`src/rtl/dbgt_pkg.sv`:
```
// Package: shared types for the debug register target.
// Assumes: nothing beyond the default bus widths used by the top module.
package dbgt_pkg;

    // Handshake phases: waiting for a request, or holding the acknowledge
    typedef enum logic [0:0] {
        HS_IDLE = 1'b0,
        HS_HOLD = 1'b1
    } hs_state_t;

    // Number of decoded register slots
    localparam int NUM_SLOTS = 2;
    localparam int SLOT_CTRL = 0;
    localparam int SLOT_STAT = 1;

endpackage

```
`src/rtl/dbgt_decode.sv`:
```
// Module: dbgt_decode
// Turns the bus address into a one-hot slot-hit vector. Both slot
// addresses are parameters. Assumes the two addresses differ; no hit
// bit is set for an unmapped address.
module dbgt_decode
    import dbgt_pkg::*;
#(
    parameter int                ADDR_W    = 8,
    parameter logic [ADDR_W-1:0] CTRL_ADDR = '0,
    parameter logic [ADDR_W-1:0] STAT_ADDR = ADDR_W'(1)
) (
    input  logic [ADDR_W-1:0]    addr,
    output logic [NUM_SLOTS-1:0] hit
);

    localparam logic [ADDR_W-1:0] SLOT_ADDR [NUM_SLOTS] = '{CTRL_ADDR, STAT_ADDR};

    for (genvar s = 0; s < NUM_SLOTS; s++) begin : g_slot
        // compare the address with one slot
        always_comb hit[s] = (addr == SLOT_ADDR[s]);
    end

endmodule

```
`src/rtl/dbgt_regs.sv`:
```
// Module: dbgt_regs
// Holds the control word and selects read data by slot. The read value
// is combinational and shows the stored word before any write in the
// same cycle. Assumes wr_stb lasts one cycle per accepted write.
module dbgt_regs
    import dbgt_pkg::*;
#(
    parameter int                DATA_W   = 64,
    parameter logic [DATA_W-1:0] CTRL_RST = DATA_W'(4),
    parameter logic [DATA_W-1:0] STAT_VAL = DATA_W'(64'hDEAD_BEEF)
) (
    input  logic                 clk,
    input  logic                 rst_n,
    input  logic                 wr_stb,
    input  logic [NUM_SLOTS-1:0] hit,
    input  logic [DATA_W-1:0]    wdata,
    output logic [DATA_W-1:0]    rd_val
);

    logic [DATA_W-1:0] ctrl_q;

    // control word storage; the status slot has no storage
    always_ff @(posedge clk) begin
        if (!rst_n)
            ctrl_q <= CTRL_RST;
        else if (wr_stb && hit[SLOT_CTRL])
            ctrl_q <= wdata;
    end

    // read selection, zero for unmapped addresses
    always_comb begin
        rd_val = '0;
        if (hit[SLOT_CTRL])
            rd_val = ctrl_q;
        else if (hit[SLOT_STAT])
            rd_val = STAT_VAL;
    end

endmodule

```
`src/rtl/dbgt_handshake.sv`:
```
// Module: dbgt_handshake
// Four-phase request/acknowledge sequencer. It accepts a request on the
// first edge that sees req high in the idle phase, latches the read
// value and holds ack until req is seen low. Assumes the master keeps
// req low for one clock after ack falls.
module dbgt_handshake
    import dbgt_pkg::*;
#(
    parameter int DATA_W = 64
) (
    input  logic              clk,
    input  logic              rst_n,
    input  logic              req,
    input  logic              we,
    input  logic [DATA_W-1:0] rd_val,
    output logic              wr_stb,
    output logic              ack,
    output logic [DATA_W-1:0] rdata
);

    hs_state_t         state_q;
    logic [DATA_W-1:0] rdata_q;
    logic              accept;

    // a new access starts only in the idle phase
    always_comb accept = (state_q == HS_IDLE) && req;

    // the write strobe is a single cycle, tied to acceptance
    always_comb wr_stb = accept && we;

    // phase register: go to hold on accept, back to idle once req is seen low
    always_ff @(posedge clk) begin
        if (!rst_n)
            state_q <= HS_IDLE;
        else if (accept)
            state_q <= HS_HOLD;
        else if (state_q == HS_HOLD && !req)
            state_q <= HS_IDLE;
    end

    // read data is captured on accept and kept until the next accept
    always_ff @(posedge clk) begin
        if (!rst_n)
            rdata_q <= '0;
        else if (accept)
            rdata_q <= rd_val;
    end

    // outputs come straight from the registers
    always_comb begin
        ack   = (state_q == HS_HOLD);
        rdata = rdata_q;
    end

endmodule

```
`src/rtl/dbg_reg_target.sv`:
```
// Module: dbg_reg_target
// Debug register target on a level-held request/acknowledge bus: one
// read/write control word, one read-only status constant, and every
// other address acknowledged with no effect. Assumes the bridge drives
// addr, we and wdata valid with the rising req.
module dbg_reg_target
    import dbgt_pkg::*;
#(
    parameter int                ADDR_W    = 8,
    parameter int                DATA_W    = 64,
    parameter logic [ADDR_W-1:0] CTRL_ADDR = '0,
    parameter logic [ADDR_W-1:0] STAT_ADDR = ADDR_W'(1),
    parameter logic [DATA_W-1:0] CTRL_RST  = DATA_W'(4),
    parameter logic [DATA_W-1:0] STAT_VAL  = DATA_W'(64'hDEAD_BEEF)
) (
    input  logic              clk,
    input  logic              rst_n,
    input  logic              req,
    input  logic              we,
    input  logic [ADDR_W-1:0] addr,
    input  logic [DATA_W-1:0] wdata,
    output logic              ack,
    output logic [DATA_W-1:0] rdata
);

    logic [NUM_SLOTS-1:0] hit;
    logic [DATA_W-1:0]    rd_val;
    logic                 wr_stb;

    dbgt_decode #(
        .ADDR_W   (ADDR_W),
        .CTRL_ADDR(CTRL_ADDR),
        .STAT_ADDR(STAT_ADDR)
    ) u_decode (
        .addr(addr),
        .hit (hit)
    );

    dbgt_regs #(
        .DATA_W  (DATA_W),
        .CTRL_RST(CTRL_RST),
        .STAT_VAL(STAT_VAL)
    ) u_regs (
        .clk   (clk),
        .rst_n (rst_n),
        .wr_stb(wr_stb),
        .hit   (hit),
        .wdata (wdata),
        .rd_val(rd_val)
    );

    dbgt_handshake #(
        .DATA_W(DATA_W)
    ) u_hs (
        .clk   (clk),
        .rst_n (rst_n),
        .req   (req),
        .we    (we),
        .rd_val(rd_val),
        .wr_stb(wr_stb),
        .ack   (ack),
        .rdata (rdata)
    );

endmodule

```
`config.mk`:
```
export PLATFORM = sky130hd
export DESIGN_NAME = dbg_reg_target
export DESIGN_NICKNAME = d
export VERILOG_FILES = /design/src/rtl/dbgt_pkg.sv /design/src/rtl/dbgt_decode.sv /design/src/rtl/dbgt_regs.sv /design/src/rtl/dbgt_handshake.sv /design/src/rtl/dbg_reg_target.sv
export SDC_FILE = /design/constraint.sdc
export NUM_CORES = 1
export LEC_CHECK = 0
export ABC_CLOCK_PERIOD_IN_PS = 2100
export BUFFER_PORTS_ARGS = -buffer_cell sky130_fd_sc_hd__buf_4
export CORE_ASPECT_RATIO = 1.1
export CORE_MARGIN = 5
export CORE_UTILIZATION = 53
export DETAILED_ROUTE_END_ITERATION = 6
export GPL_TIMING_DRIVEN = 0
export HOLD_SLACK_MARGIN = 0.15
export PLACE_DENSITY_LB_ADDON = 0.25
export SLEW_MARGIN = 20
export SYNTH_ARGS = -nofsm -noshare
export SYNTH_HDL_FRONTEND = slang
export SYNTH_HIERARCHICAL = 1
export SYNTH_SLANG_ARGS = --single-unit
```
`constraint.sdc`:
```
create_clock -name clk -period 2.1 [get_ports clk]
set_input_delay 0.21 -clock clk [delete_from_list [all_inputs] [get_ports clk]]
set_output_delay 0.21 -clock clk [all_outputs]
set_load 0.05 [all_outputs]
```
==> key figures, run 1 <==
Status
  – Status: complete, no violations

Worst setup path
  – Crit-path max FO: 10
  – WP data required: 2.40 ns
  – CP endpoint kind: flop
  – CP Data Arrival Time: 2.20 ns
  – Setup CP Type: flop to flop
  – Crit start category: flop

Detailed routing
  – Top layer reached by signal wires: met4
  – Drt first pass iters: 5
  – M1 WL: 6420 µm
  – Remaining DRCs: 0
  – Metal2 WL: 8630 µm
  – Routed vias/inst: 5.23
  – Met3 WL: 951 µm
  – Routed len/inst: 16.6 µm
  – Drt first-iter violations: 233
  – DRT antenna net count: 0
  – Total wire length: 16400 µm
  – Vias after detailed routing: 5186

Global route
  – All-Layer GR Usage: 26.3%
  – First-pass GRT wire length: 27100 µm
  – Total congestion overflow: 0
  – Number of global-route vias before repair: 5586
  – Largest net degree at the start of global routing: 17
  – Initial antenna violation count: 0

Yosys
  – Simple-Gate Fraction of Synth Area: 26.5%
  – Post-synth ARST share: 0%
  – Synth Area in Adders: 0.216%
  – Seq/Total Area, Yosys: 44.6%
  – Post-synth EDFFs: 0
  – Synth area leader: dfxtp_1
  – Largest family of logic cells by synthesized area: simple AND/OR/NAND/NOR gates
  – Complex-gate fraction of the synthesized area: 8.83%
  – Syn_nets: 686
  – Synth Warn #: 6
  – Largest cells by area after synthesis: dfxtp_1, mux2i_1, o21ai_2
  – Syn Area/Cell: 9.51 µm²
  – Yosys top cell area share: 44.6%
  – Post-synth top cells: dfxtp_1, nand2_1, mux2i_1, nor2b_1, nand4_1
  – Post-synthesis mux area share: 11.2%
  – Syn Std Cell Area: 5790 µm²
  – Cells after Synth: 609
  – Post-synthesis xor/xnor area fraction: 0%
  – Post-synth top flop: dfxtp_1
  – Yosys cell types: 26
  – Number of synthesized register bits: 129
  – Count leader, synth: dfxtp_1

CTS
  – CTS Buffer Depth: 2
  – Clock-pin transition on the worst setup and hold timing paths: 0.06 ns
  – CTS H-tree lvls: 4
  – Worst-skew pair later-pin latency: 0.41 ns
  – Post CTS Setup Buffer Count: 0
  – CTS resizes: 0
  – CTS Buf Count: 17
  – Root Driver: clkbuf_16
  – Hold-fix buffers, CTS: 64
  – CTS tree: yes
  – CTS Sinks: 129

Worst hold path
  – HP Class: primary input to flop

Die
  – IO Pins: 141
  – Full die area: 13100 µm²
  – CORE AREA: 10800 µm²
  – Die W: 110 µm
  – Initial Util: 53.6%
  – Site Rows: 40
  – Die height: 120 µm

Power
  – Maximum vdd drop: 0.429 mV
  – Pleak: 3.61 nW
  – Overall power: 5.92 mW
  – Pwr Density: 716 nW/µm²

STA
  – Minimum clock period: 1.90 ns
  – Tightest Pin Transition: 0.411 ns
  – Final count of hold timing violations: 0
  – Final worst slack: 0.203 ns
  – Setup violations, final: 0
  – Slew Limit Headroom: 72.6%
  – RSZ-0062 raised after global routing: false
  – Layout Skew: 0.00589 ns
  – Fin crit share: 90.3%
  – Fmax: 527 MHz
  – Final Max Slew Viols: 0

Placed design
  – GPL Wtd Cong: 0.851
  – HPWL after detailed placement: 10700 µm
  – Setup slack after placement: -0.0646 ns
  – Post-placement cell count: 895
  – Port bufs: 139

Layout
  – Fin nets: 908
  – Layout cells sized above 1: 32.7%
  – Non-Filler Instances: 991
  – Area delta synth->final: 42.6%
  – ANT cells: 0

Run
  – Max-Cap Viols: 0
-- final timing paths --
| check | from | to | slack (ns) | depth (start not counted) |
|---|---|---|---|---|
| hold reg to reg | u_regs/ctrl_q[24]$_SDFFE_PN0P_ | u_regs/ctrl_q[24]$_SDFFE_PN0P_ | 0.45 | 2 |
| hold / removal | rst_n | u_hs/ack$_SDFFE_PN0P_ | 0.20 | 2 |
| setup reg to reg | u_hs/ack$_SDFFE_PN0P_ | u_regs/ctrl_q[48]$_SDFFE_PN0P_ | 0.20 | 10 |
| setup / recovery | u_hs/ack$_SDFFE_PN0P_ | u_regs/ctrl_q[48]$_SDFFE_PN0P_ | 0.20 | 10 |
-- through the flow --
| step | hold slack [ns] | utilization, % | cell area [µm²] | TNS (ns) |
|---|---|---|---|---|
| floorplan | 0.353 | - | 5790 | 0 |
| detailed placement | 0.438 | 65.0 | 7020 | -0.312 |
| global route | 0.197 | 76.4 | 8260 | 0 |
| CTS | 0.188 | 76.4 | 8260 | 0 |
| finish | 0.200 | 76.4 | 8260 | 0 |
| global placement | 0.434 | 65.0 | 7020 | 0 |
-- where the power goes --
part           internal, mW  switching [mW]
registers              2.45         0.00203
logic                 0.289           0.226
clock network          1.90            1.05
-- flip-flops by register name, summed over array words and instances, names as in the netlist --
| signal | flops |
|---|---|
| u_hs/ack | 1 |
| u_regs/ctrl_q | 64 |
| u_hs/rdata | 64 |
-- layout make-up --
type	instances	area, µm²
Fill cell	753	2550
Multi-Input combinational cell	418	2710
Sequential cell	129	2580
Timing Repair Buffer	203	1680
Clock buffer	23	498
Tap cell	147	184
Buffer	60	494
Clock inverter	9	104
Inverter	2	7.51
-- logic make-up after synthesis --
logic type,after synthesis
AO/OA/AOI/OAI,64
adder cells (fa/ha/maj),1
buffers and inverters,62
flip-flops,129
multiplexers,65
AND/OR/NAND/NOR,288
-- worst max-delay path: stages (launching register included) --
cell,delay [ns]
dfxtp_1,0.35
inv_1,0.05
ha_1,0.17
buf_4,0.15
buf_12,0.15
buf_8,0.15
and2_1,0.15
buf_4,0.18
buf_2,0.20
nand4_1,0.16
o21ai_2,0.07
-- placed cells by master (no fill, tap or decap), types with 3 or more instances in the layout --
cell type      instances
dlygate4sd3_1         64
nand2_1              111
nor2b_1               65
buf_6                  6
and2_1                41
clkinv_2               4
buf_4                149
o21ai_1               10
clkbuf_16             17
buf_8                  5
mux2i_1               65
clkbuf_8               5
clkbuf_2               3
buf_2                 23
buf_12                 6
o21ai_2               49
dfxtp_1              129
o21ai_0                4
clkbuf_1               8
nand4_1               63
-- routing by layer --
metal	vias up	GRT usage, %
met5	-	0
li1	2518	-
met2	164	46.6
met3	42	7.42
met4	0	11.1
met1	2462	28.8
Power figures use the tool's default switching activity.
==> inputs of run 2 (changes only) <==
ABC_CLOCK_PERIOD_IN_PS = 2000   (was 2100)
SETUP_SLACK_MARGIN = 0.5   (was unset)
clock period = 2 ns   (was 2.1 ns; I/O delays follow)
==> key figures, run 2 (synthesis gave the netlist of run 1 again) <==
Status
  – Status: complete, no violations

Worst setup path
  – CP endpoint kind: flop
  – WP data required: 2.34 ns (-0.06 ns)
  – Crit-path max FO: 10 (unchanged)
  – Setup CP Type: flop to flop
  – Crit start category: flop
  – CP Data Arrival Time: 2.03 ns (-0.17 ns)

CTS
  – CTS tree: yes
  – CTS H-tree lvls: 4 (unchanged)
  – CTS Buf Count: 17 (unchanged)
  – Root Driver: clkbuf_16
  – CTS Sinks: 129 (unchanged)
  – Worst-skew pair later-pin latency: 0.41 ns (about the same)
  – Clock-pin transition on the worst setup and hold timing paths: 0.06 ns (about the same)
  – CTS Buffer Depth: 2 (unchanged)

Die
  – Full die area: 13100 µm² (unchanged)
  – CORE AREA: 10800 µm² (unchanged)
  – Die height: 120 µm (unchanged)
  – IO Pins: 141 (unchanged)
  – Die W: 110 µm (unchanged)
  – Initial Util: 53.6% (unchanged)
  – Site Rows: 40 (unchanged)

Layout
  – Area delta synth->final: 54.5%
  – Final Instance Area: 8950 µm² (+8.4%)
  – ANT cells: 0 (unchanged)
  – Leading cell type in the layout, fill and taps excluded: buf_4
  – Commonest cells after routing, fill and taps aside: buf_4, dfxtp_1, nand2_1
  – Fin nets: 928 (+2.2%)
  – Layout cells sized above 1: 37.7% (+5.0 points)

Global route
  – All-Layer GR Usage: 26.7% (+0.46 points)
  – First-pass GRT wire length: 27300 µm (+0.84%)
  – Largest net degree at the start of global routing: 17 (unchanged)
  – Number of global-route vias before repair: 5566 (-0.36%)
  – Initial antenna violation count: 0 (unchanged)
  – Total congestion overflow: 0 (unchanged)

Detailed routing
  – Total wire length: 19000 µm (+15%)
  – Routed len/inst: 18.8 µm (+13%)
  – DRT antenna net count: 0 (unchanged)
  – Vias after detailed routing: 5504 (+6.1%)
  – Drt first pass iters: 5 (unchanged)
  – Drt first-iter violations: 361 (+55%)
  – Routed vias/inst: 5.44 (+4.0%)
  – Remaining DRCs: 0 (unchanged)

STA
  – Tightest Pin Transition: 0.409 ns (-0.00283 ns)
  – RSZ-0062 raised after global routing: true
  – Fin crit share: 84.3% (-6.0 points)
  – Final Max Slew Viols: 0 (unchanged)
  – Setup TNS: 0 ns (unchanged)
  – Minimum clock period: 1.69 ns (-0.211 ns)
  – Final count of hold timing violations: 0 (unchanged)
  – Fmax: 593 MHz (+13%)
  – Setup violations, final: 0 (unchanged)
  – Slew Limit Headroom: 72.8% (+0.19 points)
  – Layout Skew: 0.00599 ns (+0.000106 ns)

Placed design
  – Placed instance area: 7070 µm² (+0.66%)
  – HPWL after detailed placement: 10700 µm (-0.10%)
  – GPL Wtd Cong: 0.843 (-0.91%)
  – Port bufs: 139 (unchanged)

Power
  – Maximum vdd drop: 0.522 mV (+22%)
  – Pwr Density: 737 nW/µm² (+2.9%)
  – Pleak: 3.89 nW (+7.7%)

Worst hold path
  – HP Class: primary input to flop

Run
  – Max-Cap Viols: 0 (unchanged)
## run 2: cell types whose count changed in the layout (fill, tap and decap cells not counted), sizes merged
cell and delta:
buf +12, clkbuf +4, bufinv +3, clkinvlp +1
## run 2: path summary, 6_finish.rpt
| path | start | end | slack [ns] | cells after the start |
|---|---|---|---|---|
| worst min register to register | u_regs/ctrl_q[31]$_SDFFE_PN0P_ | u_regs/ctrl_q[31]$_SDFFE_PN0P_ | 0.46 | 2 |
| worst max-delay path | u_hs/ack$_SDFFE_PN0P_ | u_regs/ctrl_q[39]$_SDFFE_PN0P_ | 0.31 | 10 |
| worst max register to register | u_hs/ack$_SDFFE_PN0P_ | u_regs/ctrl_q[39]$_SDFFE_PN0P_ | 0.31 | 10 |
| worst min-delay path | rst_n | u_hs/ack$_SDFFE_PN0P_ | 0.18 | 2 |
## run 2: worst max-delay path, stage by stage, from the launching register on
cell and delay, ns:
dfxtp_4 0.34, inv_2 0.04, ha_4 0.15, buf_6 0.11, buf_12 0.12, buf_12 0.12
and2_4 0.13, and2_4 0.17, buf_12 0.16, buf_12 0.15, o21ai_2 0.14
## run 2: what timing repair did
action                                  4_1_cts  5_1_grt
resized for setup                            22       43
hold endpoints to repair                     64        0
cloned                                        2        9
hold buffers                                 64        0
pin swaps                                     8       41
setup buffers                                 4        5
endpoints found under the setup margin       64      101
## run 2: power by group
group / switching, mW / leakage (nW) / internal [mW]
clock: 1.16 / 0.315 / 2.28
combinational: 0.253 / 2.54 / 0.333
sequential: 0.00198 / 1.04 / 2.57
## run 2: area by class of cell
cell class	instances	area, µm²
plain buffers	60	614
clock buffers	19	453
clock inverters	13	209
fillers	643	1860
inverters	2	7.51
multi-input cells	418	2850
flip-flops and latches	129	2590
well taps	147	184
repair buffers	223	2050
## run 2: metrics by stage
step / power, mW / hold WS (ns) / util, % / cells / worst slack [ns]
detailed placement: 3.07 / 0.438 / 65.4 / 895 / 0.101
CTS: 6.60 / 0.168 / 78.9 / 997 / 0.315
global route: 6.79 / 0.172 / 82.8 / 1011 / 0.298
floorplan: 2.89 / 0.343 / - / 609 / 0.232
global placement: 3.06 / 0.435 / 65.4 / 895 / 0.148
finish: 6.60 / 0.178 / 82.8 / 1011 / 0.314
## run 2: metal layers
metal / vias up / GRT usage, % / part of all wire [%]
li1: 2556 / - / -
met1: 2655 / 30.0 / 37
met2: 237 / 46.8 / 54
met3: 56 / 6.67 / 5.5
met4: 0 / 12.3 / 3.2
met5: - / 0 / 0
